[src/rtl/sched_pkg.sv]
package sched_pkg;
  localparam int WORD_W  = 32;
  localparam int WIN_N   = 16;
  localparam int ROUNDS  = 64;
  localparam int BLK_W   = WORD_W * WIN_N;
  localparam int RND_W   = $clog2(ROUNDS);
  // small mixing function rotations/shift
  localparam int S0_RA = 7;
  localparam int S0_RB = 18;
  localparam int S0_SH = 3;
  localparam int S1_RA = 17;
  localparam int S1_RB = 19;
  localparam int S1_SH = 10;
  // window taps relative to the oldest word
  localparam int TAP_S1 = WIN_N - 2;
  localparam int TAP_D7 = WIN_N - 7;
  localparam int TAP_S0 = 1;
  localparam int TAP_D0 = 0;
endpackage

[src/rtl/sched_seg_add.sv]
module sched_seg_add #(
  parameter int W = 32,
  parameter int K = 8
) (
  input  logic [W-1:0] a_i,
  input  logic [W-1:0] b_i,
  output logic [W-1:0] sum_o
);
  localparam int NSEG = W / K;

  if ((W % K) != 0) begin : g_bad_k
    $error("segment width must divide word width");
  end

  for (genvar g = 0; g < NSEG; g++) begin : g_seg
    // carry-in zero, carry-out dropped
    assign sum_o[g*K +: K] = a_i[g*K +: K] + b_i[g*K +: K];
  end
endmodule

[src/rtl/sched_sigma.sv]
module sched_sigma #(
  parameter int W  = 32,
  parameter int RA = 7,
  parameter int RB = 18,
  parameter int SH = 3
) (
  input  logic [W-1:0] x_i,
  output logic [W-1:0] y_o
);
  logic [W-1:0] rot_a, rot_b, shr_c;
  assign rot_a = (x_i >> RA) | (x_i << (W - RA));
  assign rot_b = (x_i >> RB) | (x_i << (W - RB));
  assign shr_c = x_i >> SH;
  assign y_o   = rot_a ^ rot_b ^ shr_c;
endmodule

[src/rtl/sched_window.sv]
module sched_window
  import sched_pkg::*;
#(
  parameter int SEG_W = 8
) (
  input  logic              clk_i,
  input  logic              rst_ni,
  input  logic              load_i,
  input  logic              shift_i,
  input  logic [BLK_W-1:0]  block_i,
  output logic [WORD_W-1:0] word_o
);
  logic [WORD_W-1:0] win_q [WIN_N];
  logic [WORD_W-1:0] sig0, sig1, sum_hi, sum_lo, next_w;

  sched_sigma #(.W(WORD_W), .RA(S0_RA), .RB(S0_RB), .SH(S0_SH)) u_sig0 (
    .x_i(win_q[TAP_S0]), .y_o(sig0));
  sched_sigma #(.W(WORD_W), .RA(S1_RA), .RB(S1_RB), .SH(S1_SH)) u_sig1 (
    .x_i(win_q[TAP_S1]), .y_o(sig1));

  // balanced tree: two adders in parallel, then one
  sched_seg_add #(.W(WORD_W), .K(SEG_W)) u_add_hi (
    .a_i(sig1), .b_i(win_q[TAP_D7]), .sum_o(sum_hi));
  sched_seg_add #(.W(WORD_W), .K(SEG_W)) u_add_lo (
    .a_i(sig0), .b_i(win_q[TAP_D0]), .sum_o(sum_lo));
  sched_seg_add #(.W(WORD_W), .K(SEG_W)) u_add_out (
    .a_i(sum_hi), .b_i(sum_lo), .sum_o(next_w));

  always_ff @(posedge clk_i or negedge rst_ni) begin
    if (!rst_ni) begin
      for (int i = 0; i < WIN_N; i++) win_q[i] <= '0;
    end else if (load_i) begin
      for (int i = 0; i < WIN_N; i++)
        win_q[i] <= block_i[BLK_W-1-i*WORD_W -: WORD_W];
    end else if (shift_i) begin
      for (int i = 0; i < WIN_N-1; i++) win_q[i] <= win_q[i+1];
      win_q[WIN_N-1] <= next_w;
    end
  end

  assign word_o = win_q[0];

  assert_load_first_word_R3: assert property (@(posedge clk_i) disable iff (!rst_ni)
    load_i |=> word_o == $past(block_i[BLK_W-1 -: WORD_W]));

  assert_shift_advances_R6: assert property (@(posedge clk_i) disable iff (!rst_ni)
    (shift_i && !load_i) |=> word_o == $past(win_q[1]));

  assert_hold_idle_R6: assert property (@(posedge clk_i) disable iff (!rst_ni)
    (!shift_i && !load_i) |=> $stable(word_o));
endmodule

[src/rtl/seg_msg_sched.sv]
module seg_msg_sched
  import sched_pkg::*;
#(
  parameter int SEG_W = 8
) (
  input  logic              clk_i,
  input  logic              rst_ni,
  input  logic              load_i,
  input  logic [BLK_W-1:0]  block_i,
  input  logic              adv_i,
  output logic [WORD_W-1:0] word_o,
  output logic [RND_W-1:0]  round_o,
  output logic              done_o
);
  localparam logic [RND_W-1:0] LAST = RND_W'(ROUNDS - 1);

  if (!(SEG_W == 1 || SEG_W == 2 || SEG_W == 4 || SEG_W == 8 ||
        SEG_W == 16 || SEG_W == 32)) begin : g_bad_seg
    $error("SEG_W must be 1, 2, 4, 8, 16 or 32");
  end

  logic [RND_W-1:0] rnd_q;
  logic             done_q;
  logic             shift_en;

  assign shift_en = adv_i && !done_q && !load_i && (rnd_q != LAST);

  always_ff @(posedge clk_i or negedge rst_ni) begin
    if (!rst_ni) begin
      rnd_q  <= '0;
      done_q <= 1'b1;
    end else if (load_i) begin
      rnd_q  <= '0;
      done_q <= 1'b0;
    end else if (adv_i && !done_q) begin
      if (rnd_q == LAST) done_q <= 1'b1;
      else               rnd_q  <= rnd_q + 1'b1;
    end
  end

  sched_window #(.SEG_W(SEG_W)) u_win (
    .clk_i  (clk_i),
    .rst_ni (rst_ni),
    .load_i (load_i),
    .shift_i(shift_en),
    .block_i(block_i),
    .word_o (word_o)
  );

  assign round_o = rnd_q;
  assign done_o  = done_q;

  assert_load_restart_R2: assert property (@(posedge clk_i) disable iff (!rst_ni)
    load_i |=> (round_o == '0) && !done_o);

  assert_round_step_R6: assert property (@(posedge clk_i) disable iff (!rst_ni)
    (adv_i && !load_i && !done_o && round_o != LAST) |=>
      round_o == RND_W'($past(round_o) + 1'b1));

  assert_done_at_last_R7: assert property (@(posedge clk_i) disable iff (!rst_ni)
    (adv_i && !load_i && !done_o && round_o == LAST) |=>
      done_o && round_o == LAST && $stable(word_o));

  assert_ignore_when_done_R8: assert property (@(posedge clk_i) disable iff (!rst_ni)
    (done_o && !load_i) |=> done_o && $stable(round_o) && $stable(word_o));
endmodule

[config.mk]
export PLATFORM = sky130hd
export DESIGN_NAME = seg_msg_sched
export DESIGN_NICKNAME = d
export VERILOG_FILES = /design/src/rtl/sched_pkg.sv /design/src/rtl/sched_seg_add.sv /design/src/rtl/sched_sigma.sv /design/src/rtl/sched_window.sv /design/src/rtl/seg_msg_sched.sv
export SDC_FILE = /design/constraint.sdc
export NUM_CORES = 1
export LEC_CHECK = 0
export BUFFER_PORTS_ARGS = -buffer_cell sky130_fd_sc_hd__buf_2
export CAP_MARGIN = 20
export CELL_PAD_IN_SITES_DETAIL_PLACEMENT = 0
export CELL_PAD_IN_SITES_GLOBAL_PLACEMENT = 1
export CORE_MARGIN = 8
export CORE_UTILIZATION = 28
export CTS_CLUSTER_DIAMETER = 60
export DETAILED_ROUTE_END_ITERATION = 10
export GPL_TIMING_DRIVEN = 0
export PLACE_DENSITY = 0.63
export SYNTH_ARGS = -nofsm -noshare
export SYNTH_HDL_FRONTEND = slang
export SYNTH_SLANG_ARGS = --single-unit
[constraint.sdc]
create_clock -name clk_i -period 5.3 [get_ports clk_i]
set_clock_uncertainty 0.1 [all_clocks]
set_input_delay 0.265 -clock clk_i [delete_from_list [all_inputs] [get_ports clk_i]]
set_output_delay 0.265 -clock clk_i [all_outputs]
set_load 0.02 [all_outputs]
==> flow_metrics.env <==
export IMPL_synth_simple_area_share_pct=8.32
export IMPL_synth_top_family_by_area="multiplexers"
export IMPL_worstMarginPinSlew_ns=0.936
export IMPL_worstPathRequired_ns=5.70
export IMPL_start_util_pct=28.2
export IMPL_holdWs_ns=0.162
export IMPL_synthCells=2762
export IMPL_cts_hold_buf=515
export IMPL_seq_area_frac_synth_pct=47.0
export IMPL_fill_cells=9757
export IMPL_hold_path_class="in2async"
export IMPL_dieArea_um2=109000
export IMPL_crit_path_end_kind="register"
export IMPL_htree_num_levels=3
export IMPL_arrival_ns=4.72
export IMPL_cap_violations=0
export IMPL_ir_worst_vdd_uv=238
export IMPL_power_internal_mw=9.99
export IMPL_grt_setup_unrepaired="false"
export IMPL_cts_resized=0
export IMPL_swShare_pct=36.1
export IMPL_ys_seq_elements=519
export IMPL_critPathBufInv=2
export IMPL_fin_crit_ns=4.32
export IMPL_seq_power_share_pct=32.4
export IMPL_yosys_warnings=0
export IMPL_dr_pass1_iters=5
export IMPL_io_buffers=553
export IMPL_crit_slowest_cell="fa_1"
export IMPL_drive_above_1_share_pct=20.0
export IMPL_yosysTopAreaCellShare_pct=46.9
export IMPL_crit_chain="clkbuf_1 > xnor2_1 > xnor2_1 > fa_1 > fa_1 > ha_1 > inv_1 > fa_1 > nor2b_1 > o31a_1 > o22ai_1 > xnor2_1 > nor2_1 > o31ai_1"
export IMPL_setup_viol=0
export IMPL_syn2layout_area_growth_pct=43.7
export IMPL_fin_ws_ns=0.979
export IMPL_fin_nets=4508
export IMPL_clockRootBuffer="clkbuf_16"
export IMPL_avgViaCountPerCell=4.66
export IMPL_wl_um=125000
export IMPL_cts_tree="built"
export IMPL_synth_top_area_cell="dfrtp_1"
export IMPL_clk_pin_slew_ns=0.06
export IMPL_wl_per_cell_um=23.9
export IMPL_startpoint_type="register"
export IMPL_antenna_left=0
export IMPL_finalSetupTns_ns=0
export IMPL_p_clk_share_pct=30.9
export IMPL_io_pins=555
export IMPL_syn_avg_cell_area_um2=10.0
export IMPL_power_density_nw_per_um2=393
export IMPL_die_w_um=330
export IMPL_synth_adder_area_share_pct=5.36
export IMPL_leakagePower_nw=19.1
export IMPL_combPwrFrac_pct=36.6
export IMPL_grt_pass1_vias=26219
export IMPL_cpLargestDelayFamily="adder cells"
export IMPL_ys_types=40
export IMPL_grt_usage_pct=22.3
export IMPL_synth_mux_area_share_pct=17.7
export IMPL_coreArea_um2=98100
export IMPL_die_h_um=330
export IMPL_cts_sinks=519
export IMPL_vias=24433
export IMPL_max_stage_delay_ns=0.51
export IMPL_drt_iter0_markers=1775
export IMPL_maxSlewViolCount=0
export IMPL_status="finished, final reports clean"
export IMPL_grt_overflow=0
export IMPL_dp_cells=4607
export IMPL_grt_max_degree=110
export IMPL_cts_inserted_buffers=69
export IMPL_min_period_over_period_pct=81.5
export IMPL_power_switching_mw=5.63
export IMPL_clk_latency_ns=0.61
export IMPL_synth_xor_area_share_pct=4.71
export IMPL_fmax_mhz=231
export IMPL_syn_nets=3363
export IMPL_critical_path_class="reg2reg"
export IMPL_postLayoutCoreUtil_pct=40.5
export IMPL_hold_viol=0
export IMPL_cts_setup_buffers=0
export IMPL_slew_headroom_pct=37.6
export IMPL_synth_area_top_cells="dfrtp_1 (47%), mux2i_1 (18%), nand2_1 (6.9%), o21ai_1 (6.9%), fa_1 (4.1%)"
export IMPL_drc=0
export IMPL_final_cells=5248
export IMPL_netlist_area_um2=27700
export IMPL_place_gp_congestion=0.856
export IMPL_post_place_ws_ns=0.978
export IMPL_place_hpwl_um=98100
export IMPL_num_rows=115
export IMPL_synth_compound_area_share_pct=10.4
export IMPL_path_max_fanout=5
export IMPL_cts_buffer_depth=3
export IMPL_grt_pass1_wl_um=178000
export IMPL_antenna_found_initial=5
power groups by stage:
stage | clock network (mW) | registers [mW] | logic (mW)
2_1_floorplan | 0 | 4.78 | 3.71
3_3_place_gp | 0 | 5.13 | 5.38
3_5_place_dp | 0 | 5.13 | 5.44
4_1_cts | 4.93 | 5.06 | 5.76
5_1_grt | 5.09 | 5.11 | 6.34
6_report | 4.83 | 5.07 | 5.72
cells by family after synthesis:
kind of cell / count (synthesis)
AOI/OAI and AO/OA: 567
buffers and inverters: 381
adders and majority gates: 85
muxes: 488
DFF: 519
and+or+nand+nor: 578
xor gates and xnor gates: 144
flip-flops by register name, summed over array words and instances (netlist names):
signal	flops
u_win.word_o	32
done_o	1
round_o	6
u_win.win_q	480
routing by layer:
metal / part of all wire, % / GRT usage [%]
met5: 0 / 0
met2: 47 / 37.0
met1: 45 / 30.2
met3: 4.4 / 2.65
met4: 3.6 / 7.74
tightest hold or removal path: cells and delay by family:
kind	cells	cell delay [ns]
buf+inv	3	1.06
cell type report:
type	instances	area [um^2]	area share, %
flip-flops and latches	519	13000	32.7
multi-input cells	1862	12900	32.4
repair buffers	1074	8090	20.3
clock buffers	95	2050	5.15
well taps	1287	1610	4.05
plain buffers	259	1350	3.41
inverters	122	458	1.15
clock inverters	26	337	0.847
diodes	4	10.0	0.0252
cells in the final DEF, fill, tap and decap left out, types with 6 or more instances in the layout:
cell | synthesis | routed
fa_1 | 56 | 56
dlygate4sd3_1 | 0 | 515
mux2i_1 | 488 | 488
inv_1 | 122 | 122
clkbuf_16 | 0 | 71
o21ai_0 | 131 | 131
ha_1 | 29 | 29
xnor2_1 | 117 | 117
dfrtp_1 | 518 | 518
clkbuf_8 | 0 | 18
a21oi_1 | 36 | 36
o21ai_1 | 379 | 379
nand3_1 | 6 | 6
xor2_1 | 24 | 24
clkbuf_1 | 147 | 153
clkinv_2 | 0 | 7
nor3b_1 | 6 | 6
nand2_1 | 512 | 512
buf_6 | 8 | 8
nor2b_1 | 10 | 10
nor2_1 | 20 | 20
buf_2 | 23 | 575
buf_4 | 77 | 77
synth_stat cells (all sizes together):
cell type,number
a211oi,3
a21o,4
a21oi,36
and3,2
buf,109
clkbuf,150
dfrtp,518
dfstp,1
fa,56
ha,29
inv,122
mux2i,488
nand2,512
nand3,6
nand3b,1
nand4,2
nand4b,4
nor2,20
nor2b,10
nor3,6
nor3b,6
o21a,4
o21ai,510
o21bai,3
o22ai,3
o31a,3
o31ai,1
or2,3
or3,1
or3b,1
or4,4
xnor2,117
xnor3,3
xor2,24
stage by stage:
step / cell area [um^2] / total power [mW]
after detailed placement: 32200 / 10.6
after floorplan: 27700 / 8.49
after global routing: 39700 / 16.5
after global placement: 32000 / 10.5
after CTS: 39700 / 15.8
final: 39800 / 15.6
path summary, 6_finish.rpt:
check	depth (start not counted)	endpoint	start	slack, ns
max in group asynchronous	5	u_win.word_o[20]$_DFFE_PN0P_	rst_ni	3.38
min	3	u_win.win_q[338]$_DFFE_PN0P_	rst_ni	0.16
max reg2reg	14	u_win.win_q[23]$_DFFE_PN0P_	u_win.win_q[468]$_DFFE_PN0P_	0.98
max	14	u_win.win_q[23]$_DFFE_PN0P_	u_win.win_q[468]$_DFFE_PN0P_	0.98
min in group clk_i	4	u_win.win_q[242]$_DFFE_PN0P_	block_i[242]	0.31
min reg2reg	2	done_o$_DFFE_PN1P_	done_o$_DFFE_PN1P_	0.44
No activity file was read; power rests on OpenSTA's default activity.
